[config.mk]
export PLATFORM = sky130hd
export DESIGN_NAME = swire_master
export DESIGN_NICKNAME = d
export VERILOG_FILES = /design/src/rtl/swire_pkg.sv /design/src/rtl/swire_tick_gen.sv /design/src/rtl/swire_sync.sv /design/src/rtl/swire_seq.sv /design/src/rtl/swire_master.sv
export SDC_FILE = /design/constraint.sdc
export NUM_CORES = 1
export LEC_CHECK = 0
export BUFFER_PORTS_ARGS = -buffer_cell sky130_fd_sc_hd__buf_2
export CAP_MARGIN = 15
export CORE_UTILIZATION = 40
export CTS_BUF_LIST = sky130_fd_sc_hd__clkbuf_4
export CTS_CLUSTER_SIZE = 28
export DETAILED_ROUTE_END_ITERATION = 10
export PLACE_DENSITY = 0.67
export RECOVER_POWER = 100
export SETUP_SLACK_MARGIN = 0.15
export SLEW_MARGIN = 0
export SYNTH_ARGS = -nofsm -noshare
export SYNTH_HDL_FRONTEND = slang
export SYNTH_SLANG_ARGS = --single-unit
[constraint.sdc]
create_clock -name clk -period 5 [get_ports clk]
set_input_delay 0 -clock clk [delete_from_list [all_inputs] [get_ports clk]]
set_output_delay 0 -clock clk [all_outputs]
set_load 0.01 [all_outputs]
[src/rtl/swire_pkg.sv]
package swire_pkg;

    typedef enum logic [1:0] {
        CMD_RESET = 2'd0,
        CMD_BIT   = 2'd1,
        CMD_BYTE  = 2'd2,
        CMD_NONE  = 2'd3
    } swire_cmd_e;

    typedef enum logic [1:0] {
        ST_IDLE     = 2'd0,
        ST_RST_LOW  = 2'd1,
        ST_RST_WAIT = 2'd2,
        ST_SLOT     = 2'd3
    } swire_state_e;

endpackage

[src/rtl/swire_tick_gen.sv]
module swire_tick_gen #(
    parameter int DIV = 125
) (
    input  logic clk,
    input  logic rst_n,
    input  logic clear,
    output logic tick
);
    generate
        if (DIV <= 1) begin : g_direct
            assign tick = ~clear;
        end else begin : g_count
            localparam int CW = $clog2(DIV);
            localparam logic [CW-1:0] LAST = CW'(DIV - 1);

            typedef struct packed {
                logic [CW-1:0] cnt;
            } tick_t;

            tick_t t_d, t_q;

            always_comb begin
                t_d = t_q;
                if (clear || t_q.cnt == LAST) t_d.cnt = '0;
                else                          t_d.cnt = t_q.cnt + 1'b1;
            end

            always_ff @(posedge clk or negedge rst_n) begin
                if (!rst_n) t_q <= '0;
                else        t_q <= t_d;
            end

            assign tick = (t_q.cnt == LAST);

            AST_TICK_RESTART: assert property (@(posedge clk) disable iff (!rst_n)
                clear |=> !tick);
            AST_TICK_SPACING: assert property (@(posedge clk) disable iff (!rst_n)
                tick |=> !tick);
        end
    endgenerate
endmodule

[src/rtl/swire_sync.sv]
module swire_sync #(
    parameter int STAGES = 2
) (
    input  logic clk,
    input  logic rst_n,
    input  logic d,
    output logic q
);
    generate
        if (STAGES == 0) begin : g_bypass
            assign q = d;
        end else begin : g_chain
            typedef struct packed {
                logic [STAGES-1:0] pipe;
            } sync_t;

            sync_t s_d, s_q;

            always_comb begin
                s_d = s_q;
                if (STAGES == 1) s_d.pipe[0] = d;
                else             s_d.pipe = {s_q.pipe[STAGES-2:0], d} & {STAGES{1'b1}};
            end

            always_ff @(posedge clk or negedge rst_n) begin
                if (!rst_n) s_q <= '1;
                else        s_q <= s_d;
            end

            assign q = s_q.pipe[STAGES-1];
        end
    endgenerate
endmodule

[src/rtl/swire_seq.sv]
module swire_seq
    import swire_pkg::*;
#(
    parameter int T_RST_LOW     = 480,
    parameter int T_RST_REL     = 480,
    parameter int T_PRES_SAMPLE = 70,
    parameter int T_W1_LOW      = 6,
    parameter int T_W0_LOW      = 60,
    parameter int T_SLOT        = 70
) (
    input  logic       clk,
    input  logic       rst_n,
    input  logic       start,
    input  logic [1:0] cmd,
    input  logic [7:0] din,
    input  logic       line_s,
    input  logic       tick,
    output logic       div_clear,
    output logic       line_oe,
    output logic       busy,
    output logic       done,
    output logic       presence
);
    localparam int MAX_A  = (T_RST_LOW > T_RST_REL) ? T_RST_LOW : T_RST_REL;
    localparam int MAX_US = (MAX_A > T_SLOT) ? MAX_A : T_SLOT;
    localparam int US_W   = $clog2(MAX_US + 1);

    localparam logic [US_W-1:0] RST_LOW_LAST = US_W'(T_RST_LOW - 1);
    localparam logic [US_W-1:0] RST_REL_LAST = US_W'(T_RST_REL - 1);
    localparam logic [US_W-1:0] SAMPLE_LAST  = US_W'(T_PRES_SAMPLE - 1);
    localparam logic [US_W-1:0] W1_LAST      = US_W'(T_W1_LOW - 1);
    localparam logic [US_W-1:0] W0_LAST      = US_W'(T_W0_LOW - 1);
    localparam logic [US_W-1:0] SLOT_LAST    = US_W'(T_SLOT - 1);

    typedef struct packed {
        swire_state_e    state;
        logic            oe;
        logic            done;
        logic            presence;
        logic [US_W-1:0] us;
        logic [7:0]      shift;
        logic [3:0]      left;
    } seq_t;

    localparam seq_t SEQ_RST = '{ST_IDLE, 1'b0, 1'b0, 1'b0, '0, '0, '0};

    seq_t r_d, r_q;
    logic [US_W-1:0] low_last;

    assign low_last = r_q.shift[0] ? W1_LAST : W0_LAST;

    always_comb begin
        r_d      = r_q;
        r_d.done = 1'b0;
        unique case (r_q.state)
            ST_IDLE: begin
                r_d.oe = 1'b0;
                if (start) begin
                    unique case (cmd)
                        CMD_RESET: begin
                            r_d.state    = ST_RST_LOW;
                            r_d.oe       = 1'b1;
                            r_d.us       = '0;
                            r_d.presence = 1'b0;
                        end
                        CMD_BIT: begin
                            r_d.state = ST_SLOT;
                            r_d.oe    = 1'b1;
                            r_d.us    = '0;
                            r_d.shift = {7'b0, din[0]};
                            r_d.left  = 4'd1;
                        end
                        CMD_BYTE: begin
                            r_d.state = ST_SLOT;
                            r_d.oe    = 1'b1;
                            r_d.us    = '0;
                            r_d.shift = din;
                            r_d.left  = 4'd8;
                        end
                        default: ;
                    endcase
                end
            end
            ST_RST_LOW: begin
                if (tick) begin
                    if (r_q.us == RST_LOW_LAST) begin
                        r_d.state = ST_RST_WAIT;
                        r_d.oe    = 1'b0;
                        r_d.us    = '0;
                    end else begin
                        r_d.us = r_q.us + 1'b1;
                    end
                end
            end
            ST_RST_WAIT: begin
                if (tick) begin
                    if (r_q.us == SAMPLE_LAST) r_d.presence = ~line_s;
                    if (r_q.us == RST_REL_LAST) begin
                        r_d.state = ST_IDLE;
                        r_d.done  = 1'b1;
                        r_d.us    = '0;
                    end else begin
                        r_d.us = r_q.us + 1'b1;
                    end
                end
            end
            ST_SLOT: begin
                if (tick) begin
                    if (r_q.us == low_last) r_d.oe = 1'b0;
                    if (r_q.us == SLOT_LAST) begin
                        r_d.us = '0;
                        if (r_q.left == 4'd1) begin
                            r_d.state = ST_IDLE;
                            r_d.done  = 1'b1;
                            r_d.oe    = 1'b0;
                            r_d.left  = '0;
                        end else begin
                            r_d.shift = {1'b0, r_q.shift[7:1]};
                            r_d.left  = r_q.left - 1'b1;
                            r_d.oe    = 1'b1;
                        end
                    end else begin
                        r_d.us = r_q.us + 1'b1;
                    end
                end
            end
            default: r_d = SEQ_RST;
        endcase
    end

    always_ff @(posedge clk or negedge rst_n) begin
        if (!rst_n) r_q <= SEQ_RST;
        else        r_q <= r_d;
    end

    assign busy      = (r_q.state != ST_IDLE);
    assign div_clear = (r_q.state == ST_IDLE);
    assign line_oe   = r_q.oe;
    assign done      = r_q.done;
    assign presence  = r_q.presence;

    AST_IDLE_RELEASED: assert property (@(posedge clk) disable iff (!rst_n)
        !busy |-> !line_oe);
    AST_RST_HOLDS_LOW: assert property (@(posedge clk) disable iff (!rst_n)
        (r_q.state == ST_RST_LOW) |-> line_oe);
    AST_WAIT_RELEASED: assert property (@(posedge clk) disable iff (!rst_n)
        (r_q.state == ST_RST_WAIT) |-> !line_oe);
    AST_WRITE_KEEPS_PRES: assert property (@(posedge clk) disable iff (!rst_n)
        (r_q.state == ST_SLOT) |=> $stable(presence));
    AST_DONE_SINGLE: assert property (@(posedge clk) disable iff (!rst_n)
        done |=> !done);
    AST_DONE_NOT_BUSY: assert property (@(posedge clk) disable iff (!rst_n)
        done |-> !busy);
    AST_START_TAKEN: assert property (@(posedge clk) disable iff (!rst_n)
        (!busy && start && cmd != CMD_NONE) |=> busy);
    AST_NONE_IGNORED: assert property (@(posedge clk) disable iff (!rst_n)
        (!busy && start && cmd == CMD_NONE) |=> (!busy && !line_oe));

endmodule

[src/rtl/swire_master.sv]
module swire_master #(
    parameter int CLK_DIV       = 125,
    parameter int SYNC_STAGES   = 2,
    parameter int T_RST_LOW     = 480,
    parameter int T_RST_REL     = 480,
    parameter int T_PRES_SAMPLE = 70,
    parameter int T_W1_LOW      = 6,
    parameter int T_W0_LOW      = 60,
    parameter int T_SLOT        = 70
) (
    input  logic       clk,
    input  logic       rst_n,
    input  logic       start,
    input  logic [1:0] cmd,
    input  logic [7:0] din,
    input  logic       line_in,
    output logic       line_oe,
    output logic       busy,
    output logic       done,
    output logic       presence
);
    logic tick;
    logic div_clear;
    logic line_s;

    swire_tick_gen #(
        .DIV (CLK_DIV)
    ) u_tick (
        .clk   (clk),
        .rst_n (rst_n),
        .clear (div_clear),
        .tick  (tick)
    );

    swire_sync #(
        .STAGES (SYNC_STAGES)
    ) u_sync (
        .clk   (clk),
        .rst_n (rst_n),
        .d     (line_in),
        .q     (line_s)
    );

    swire_seq #(
        .T_RST_LOW     (T_RST_LOW),
        .T_RST_REL     (T_RST_REL),
        .T_PRES_SAMPLE (T_PRES_SAMPLE),
        .T_W1_LOW      (T_W1_LOW),
        .T_W0_LOW      (T_W0_LOW),
        .T_SLOT        (T_SLOT)
    ) u_seq (
        .clk       (clk),
        .rst_n     (rst_n),
        .start     (start),
        .cmd       (cmd),
        .din       (din),
        .line_s    (line_s),
        .tick      (tick),
        .div_clear (div_clear),
        .line_oe   (line_oe),
        .busy      (busy),
        .done      (done),
        .presence  (presence)
    );
endmodule

-- After elaboration in Yosys (flattened, before gate mapping)
Cells that the tools add are included.
- register bits: 35
- logic and storage cells: 87
- reductions and logical operators: 15
- multiplexer cells: 34
- eq/ne operators: 25
- bitwise gates (word level): 1
- $add $sub $neg: 3
- operators with widths (operator ; number):
    $pmux W12 S2 ; 2
    $mux W9 ; 4
    $pmux W9 S4 ; 1
    $mux W22 ; 1
    $mux W21 ; 1
    $reduce_and A5 Y1 ; 4
    $mux W12 ; 1
    $mux W4 ; 3
    $ne A2 B1 Y1 const B ; 6
    $ne A2 B2 Y1 const B ; 6
    $mux W11 ; 1
    $add A9 B1 Y9 const B ; 1
    $eq A9 B7 Y1 const B ; 1
    $eq A9 B9 Y1 ; 1
    $eq A9 B9 Y1 const B ; 1
    $mux W3 ; 3
    $reduce_and A9 Y1 ; 1
    $mux W8 ; 1
    $pmux W2 S4 ; 1
    $add A7 B1 Y7 const B ; 1
    $eq A7 B7 Y1 const B ; 1
    $mux W7 ; 1
    $eq A2 B2 Y1 const B ; 3
    $mux W1 ; 6
    18 further kinds ; 26

-- Depth between registers and ports, before layout
- depth in word-level cells: 6
- gate-level depth with buffers: 8

-- Modules after synthesis
Synthesis repeated with hierarchy kept, for this count alone.
- cell total of the unflattened synthesis: 206
- area, all modules: 2134.5 µm²
- by module, submodules not included (module ; seq. area each (µm²) ; times used ; area an instance (µm²) ; cells an instance):
    swire_seq ; 650.6 ; 1 ; 1724.2 ; 172
    swire_tick_gen ; 175.2 ; 1 ; 357.8 ; 32
    swire_sync ; 52.6 ; 1 ; 52.6 ; 2

-- Least setup slack after synthesis
No wires, ideal clock.
- path type: register to register
- from: register u_seq.r_q[14] in the netlist's numbering
- to: register u_seq.r_q (netlist bit u_seq.line_oe)
- data required time: 4875 ps
- arrival: 2001 ps
- cell stages (with the launch flop): 7
- period minus slack after synthesis: 2126 ps
- path slack: 2874 ps
- cells stage by stage: dfrtp_1 buf_2 or4b_2 nor4_1 nor3_1 a211oi_1 mux2_2
- cells in the longest elaborated chain, start to end: 4
- elaborated cells on any way between the ends: 9
- RTL lines (item ; line ; text):
    start: declaration ; swire_seq.sv:47 ; seq_t r_d, r_q;
    start signal: assignment ; swire_seq.sv:133 ; else r_q <= r_d;
    $eq A9 B7 Y1 ; swire_seq.sv:110 ; if (r_q.us == SLOT_LAST) begin
    $mux W4 ; swire_seq.sv:110 ;
    $mux W4 ; swire_seq.sv:108 ; if (tick) begin
    $pmux W1 S3 ; swire_seq.sv:55 ; unique case (r_q.state)
Parallel ways exist; a longest one is shown, timed or not. The select of a mux whose other input is x is not followed.
A chain may end at the register's enable or synchronous reset.

-- Final worst setup path
- from: register u_seq.r_q[15] in the netlist's numbering
- to: register u_seq.r_q[20] in the netlist's numbering
- cells in the longest elaborated chain, start to end: 4
- elaborated cells on any way between the ends: 9
- RTL lines (item ; line):
    $add A9 B1 Y9, or another cell as far along ; swire_seq.sv:91, swire_seq.sv:103, swire_seq.sv:123
    $mux W9, on equally long branches ; swire_seq.sv:110, swire_seq.sv:86, swire_seq.sv:98
    $mux W21, or another cell as far along ; swire_seq.sv:108
    $pmux W9 S4 (*) ; swire_seq.sv:55
Mark *: on every way between the ends. The rest lies on a longest branch, timed or not. The select of a mux whose other input is x is not followed.

==> impl_results.rst <==
.. list-table::
   :header-rows: 1

   * - Metric
     - Value
   * - Status
     - finished, violations left
   * - Violations in the final reports
     - capacitance limit, slew limit
   * - Final Cycle Share
     - 59.42%
   * - H-tree Lvls
     - 2
   * - Max frequency
     - 336.6 MHz
   * - Drt initial violations
     - 97
   * - DPL Wire Length
     - 2.896 mm
   * - Max_cap viols
     - 1
   * - Vias/cell
     - 5.330
   * - Congestion Overflow GR
     - 0
   * - Final slew viol count
     - 36
   * - Post-Synthesis Net Count
     - 257
   * - Number of fillers in the final layout
     - 509
   * - CP arrival
     - 3190 ps
   * - Synth area leaders
     - sky130_fd_sc_hd__dfrtp_1 (39%), sky130_fd_sc_hd__nand2_1 (5.9%), sky130_fd_sc_hd__ha_1 (5.4%)
   * - Number of instances in the synthesized netlist
     - 234
   * - Commonest register cell after synthesis
     - sky130_fd_sc_hd__dfrtp_1
   * - Row cnt
     - 26
   * - Path category of the worst min-delay check
     - in2reg
   * - Layout cell share with drive strength beyond 1
     - 12.35%
   * - Clock net sink count
     - 35
   * - Cell type group with the largest total delay on the critical path
     - simple AND/OR/NAND/NOR gates
   * - Die Outline Area
     - 5546 sq um
   * - Maximum root-to-sink buffer count
     - 2
   * - Placed inst area
     - 2226 sq um
   * - Final setup fails
     - 0
   * - Layout Nets
     - 273
   * - Num CTS Buffers
     - 5
   * - Startpoint type of the worst setup path
     - register
   * - Post-synthesis average cell area
     - 8.978 sq um
   * - Remaining antenna violation count
     - 0
   * - Number of primary I/O pins
     - 18
   * - Post-route minimum period
     - 2971 ps
   * - Synth cell count leaders
     - sky130_fd_sc_hd__dfrtp_1 (33), sky130_fd_sc_hd__nand2_1 (33), sky130_fd_sc_hd__nor2_1 (17), sky130_fd_sc_hd__o21ai_0 (17)
   * - Data required time of the critical path
     - 5220 ps
   * - Total routing resource utilization after global routing
     - 16.80%
   * - Number of antenna repair diodes
     - 0
   * - Floorplan die width
     - 74.47 microns
   * - Stage delay of the slowest cell on the critical path
     - 850 ps
   * - Total of cells resized after clock tree synthesis
     - 0
   * - Critical setup path kind
     - reg2reg
   * - Total vias in the final route
     - 1711
   * - Synthesis warning total
     - 0
   * - Remaining design rule violation count
     - 0
   * - Vertical die dimension
     - 74.47 microns
   * - Slew Limit Headroom
     - -27.55%
   * - Layout area overhead
     - 9.410%
   * - Worst-case vdd ir drop
     - 144.6 uV
   * - Buffers & Inverters on Critical Path
     - 0
   * - Core Footprint
     - 5075 sq um
   * - Clock-pin transition on the worst setup and hold timing paths
     - 110 ps
   * - Synthesized flop and latch total
     - 35
   * - Critical path peak fanout
     - 8
   * - Largest net degree at the start of global routing
     - 36
   * - Areal power density over the cells
     - 440.1 nW/um^2
   * - Clock insertion delay at the later pin of the skew report
     - 340 ps
   * - Worst-path cell with the longest stage delay
     - sky130_fd_sc_hd__nor4_1
   * - Clk_skew
     - 8.820 ps
   * - Clock tree from TritonCTS
     - done
   * - Actual transition at the worst max-transition pin
     - 1913 ps
   * - Vias in the first global route
     - 1443
   * - Crit. End Element
     - register
   * - Yosys top cell area share
     - 39.31%
   * - Effective utilization at floorplan
     - 41.40%
   * - Final-report hold violation count
     - 0
   * - Most area-hungry cell type in the Yosys netlist
     - sky130_fd_sc_hd__dfrtp_1
   * - Total of buffers placed on input and output ports
     - 17
   * - Sequential element share of the synthesized area
     - 41.81%
   * - Static Leakage
     - 1.015 nW
   * - DR pass1 iterations
     - 4
   * - Share of flip-flops with an asynchronous set or reset after synthesis
     - 100.0%
   * - Post-synthesis cell area
     - 2101 sq um
   * - Number of enable-type register cells in the synthesized netlist
     - 0
   * - Total detailed-routing wirelength
     - 4.205 mm
   * - Cells along the critical path
     - or4b_1 > nor4_1 > a21oi_1 > nor2_1 > o221ai_1
   * - Final Instance Area
     - 2298 sq um
   * - CTS root buffer
     - sky130_fd_sc_hd__clkbuf_4
   * - WHS
     - 53.63 ps
   * - Unrepaired setup endpoints after global routing
     - false
   * - First-pass GRT wire length
     - 7.024 mm
   * - Initial antenna violation count
     - 0
   * - Wire length per cell
     - 13.10 microns
   * - Placed Cells
     - 309
   * - Post-route non-filler standard cell count
     - 321
   * - Final weighted congestion in routability-driven placement
     - 0.8300
   * - Yosys cell types
     - 50
   * - Sum of negative setup slack
     - 0 ps
## path summary, 6_finish.rpt
kind,startpoint,depth (start not counted),slack (ps),to
max,u_seq.r_q[15],5,2030,u_seq.r_q[20]
min,din[6],4,50,u_seq.r_q[10]
max reg2reg,u_seq.r_q[15],5,2030,u_seq.r_q[20]
min reg2reg,u_sync.g_chain.s_q[0],0,360,u_sync.g_chain.s_q[1]
max in group asynchronous,rst_n,2,3190,u_seq.r_q[4]
min in group asynchronous,rst_n,2,710,u_seq.r_q[1]
## sequential cells by signal (all words and copies together) (netlist names)
signal,count
u_seq.line_oe,1
u_sync.g_chain.s_q,2
u_seq.done,1
u_seq.r_q,23
u_tick.g_count.t_q,7
u_seq.presence,1
## logic make-up (layout without fill, tap and decap cells)
family / after synthesis / in the layout / share of synthesized area (%)
XOR/XNOR: 5 / 5 / 2.084
AND/OR/NAND/NOR: 106 / 106 / 27.64
flip-flops: 35 / 35 / 41.81
multiplexers: 7 / 7 / 3.454
buffers and inverters: 19 / 36 / 3.514
AO/OA/AOI/OAI: 53 / 53 / 16.14
adder cells (fa/ha/maj): 9 / 9 / 5.360
## area by class of cell
cell class                      instances  area, sq um  share of cell area (%)
Tap cell                               70        87.58                   3.811
Sequential cell                        35        878.3                   38.21
Timing Repair Buffer                   21        118.9                   5.171
Multi-Input combinational cell        180         1130                   49.16
Inverter                                7        26.28                   1.143
Clock inverter                          1        5.005                  0.2177
Clock buffer                            7        52.55                   2.286
## tightest hold or removal path, stage by stage
cell and delay, ps:
sky130_fd_sc_hd__buf_2 70, sky130_fd_sc_hd__and3_1 130, sky130_fd_sc_hd__a21oi_1 40, sky130_fd_sc_hd__o21ai_0 120
## layout by cell type, fill, tap and decap left out, types with 4 or more instances in the layout
master                          synthesis  routed
sky130_fd_sc_hd__clkbuf_4               0       7
sky130_fd_sc_hd__ha_1                   9       9
sky130_fd_sc_hd__and3_1                 9       9
sky130_fd_sc_hd__inv_1                  7       7
sky130_fd_sc_hd__nand4_1                5       5
sky130_fd_sc_hd__xor2_1                 4       4
sky130_fd_sc_hd__nor3_1                 8       8
sky130_fd_sc_hd__o31ai_1                4       4
sky130_fd_sc_hd__dlygate4sd3_1          0       4
sky130_fd_sc_hd__o211ai_1               4       4
sky130_fd_sc_hd__nor2_1                17      17
sky130_fd_sc_hd__clkbuf_1              10       5
sky130_fd_sc_hd__o21ai_0               17      18
sky130_fd_sc_hd__mux2i_1                5       5
sky130_fd_sc_hd__dfrtp_1               33      33
sky130_fd_sc_hd__nand2_1               33      33
sky130_fd_sc_hd__nor3b_1                5       5
sky130_fd_sc_hd__nor2b_1                4       4
sky130_fd_sc_hd__buf_2                  2      12
sky130_fd_sc_hd__a21oi_1               10      10
sky130_fd_sc_hd__nand3_1                7       7
## power breakdown
| group | internal (W) | leakage [nW] | switching [W] | total [W] |
|---|---|---|---|---|
| clock | 0.0000657 | 0.0361 | 0.0000965 | 0.000162 |
| sequential | 0.000367 | 0.440 | 0.000131 | 0.000498 |
| combinational | 0.000151 | 0.538 | 0.000200 | 0.000351 |
| total | 0.000584 | 1.01 | 0.000428 | 0.00101 |
## layer usage
metal  GRT usage [%]  part of all wire [%]
met2           23.72                    45
met3           3.659                   3.7
met5               0                     0
met4           5.660                   1.4
met1           25.17                    50
## per-stage QoR
stage                     utilization [%]  worst slack, ps  total power (W)
after floorplan                         -             2874        0.0007767
after global placement              43.86             2635        0.0008535
after detailed placement            43.86             2630        0.0008612
after CTS                           45.78             2607         0.001031
after global routing                45.29             1778         0.001114
final                               45.29             2029         0.001011
## timing repair
action | in CTS | in global routing
endpoints found under the hold margin | 36 | 0
hold buffers | 4 | 0
buffers inserted | 0 | 0
(Power assumes the default switching activity.)
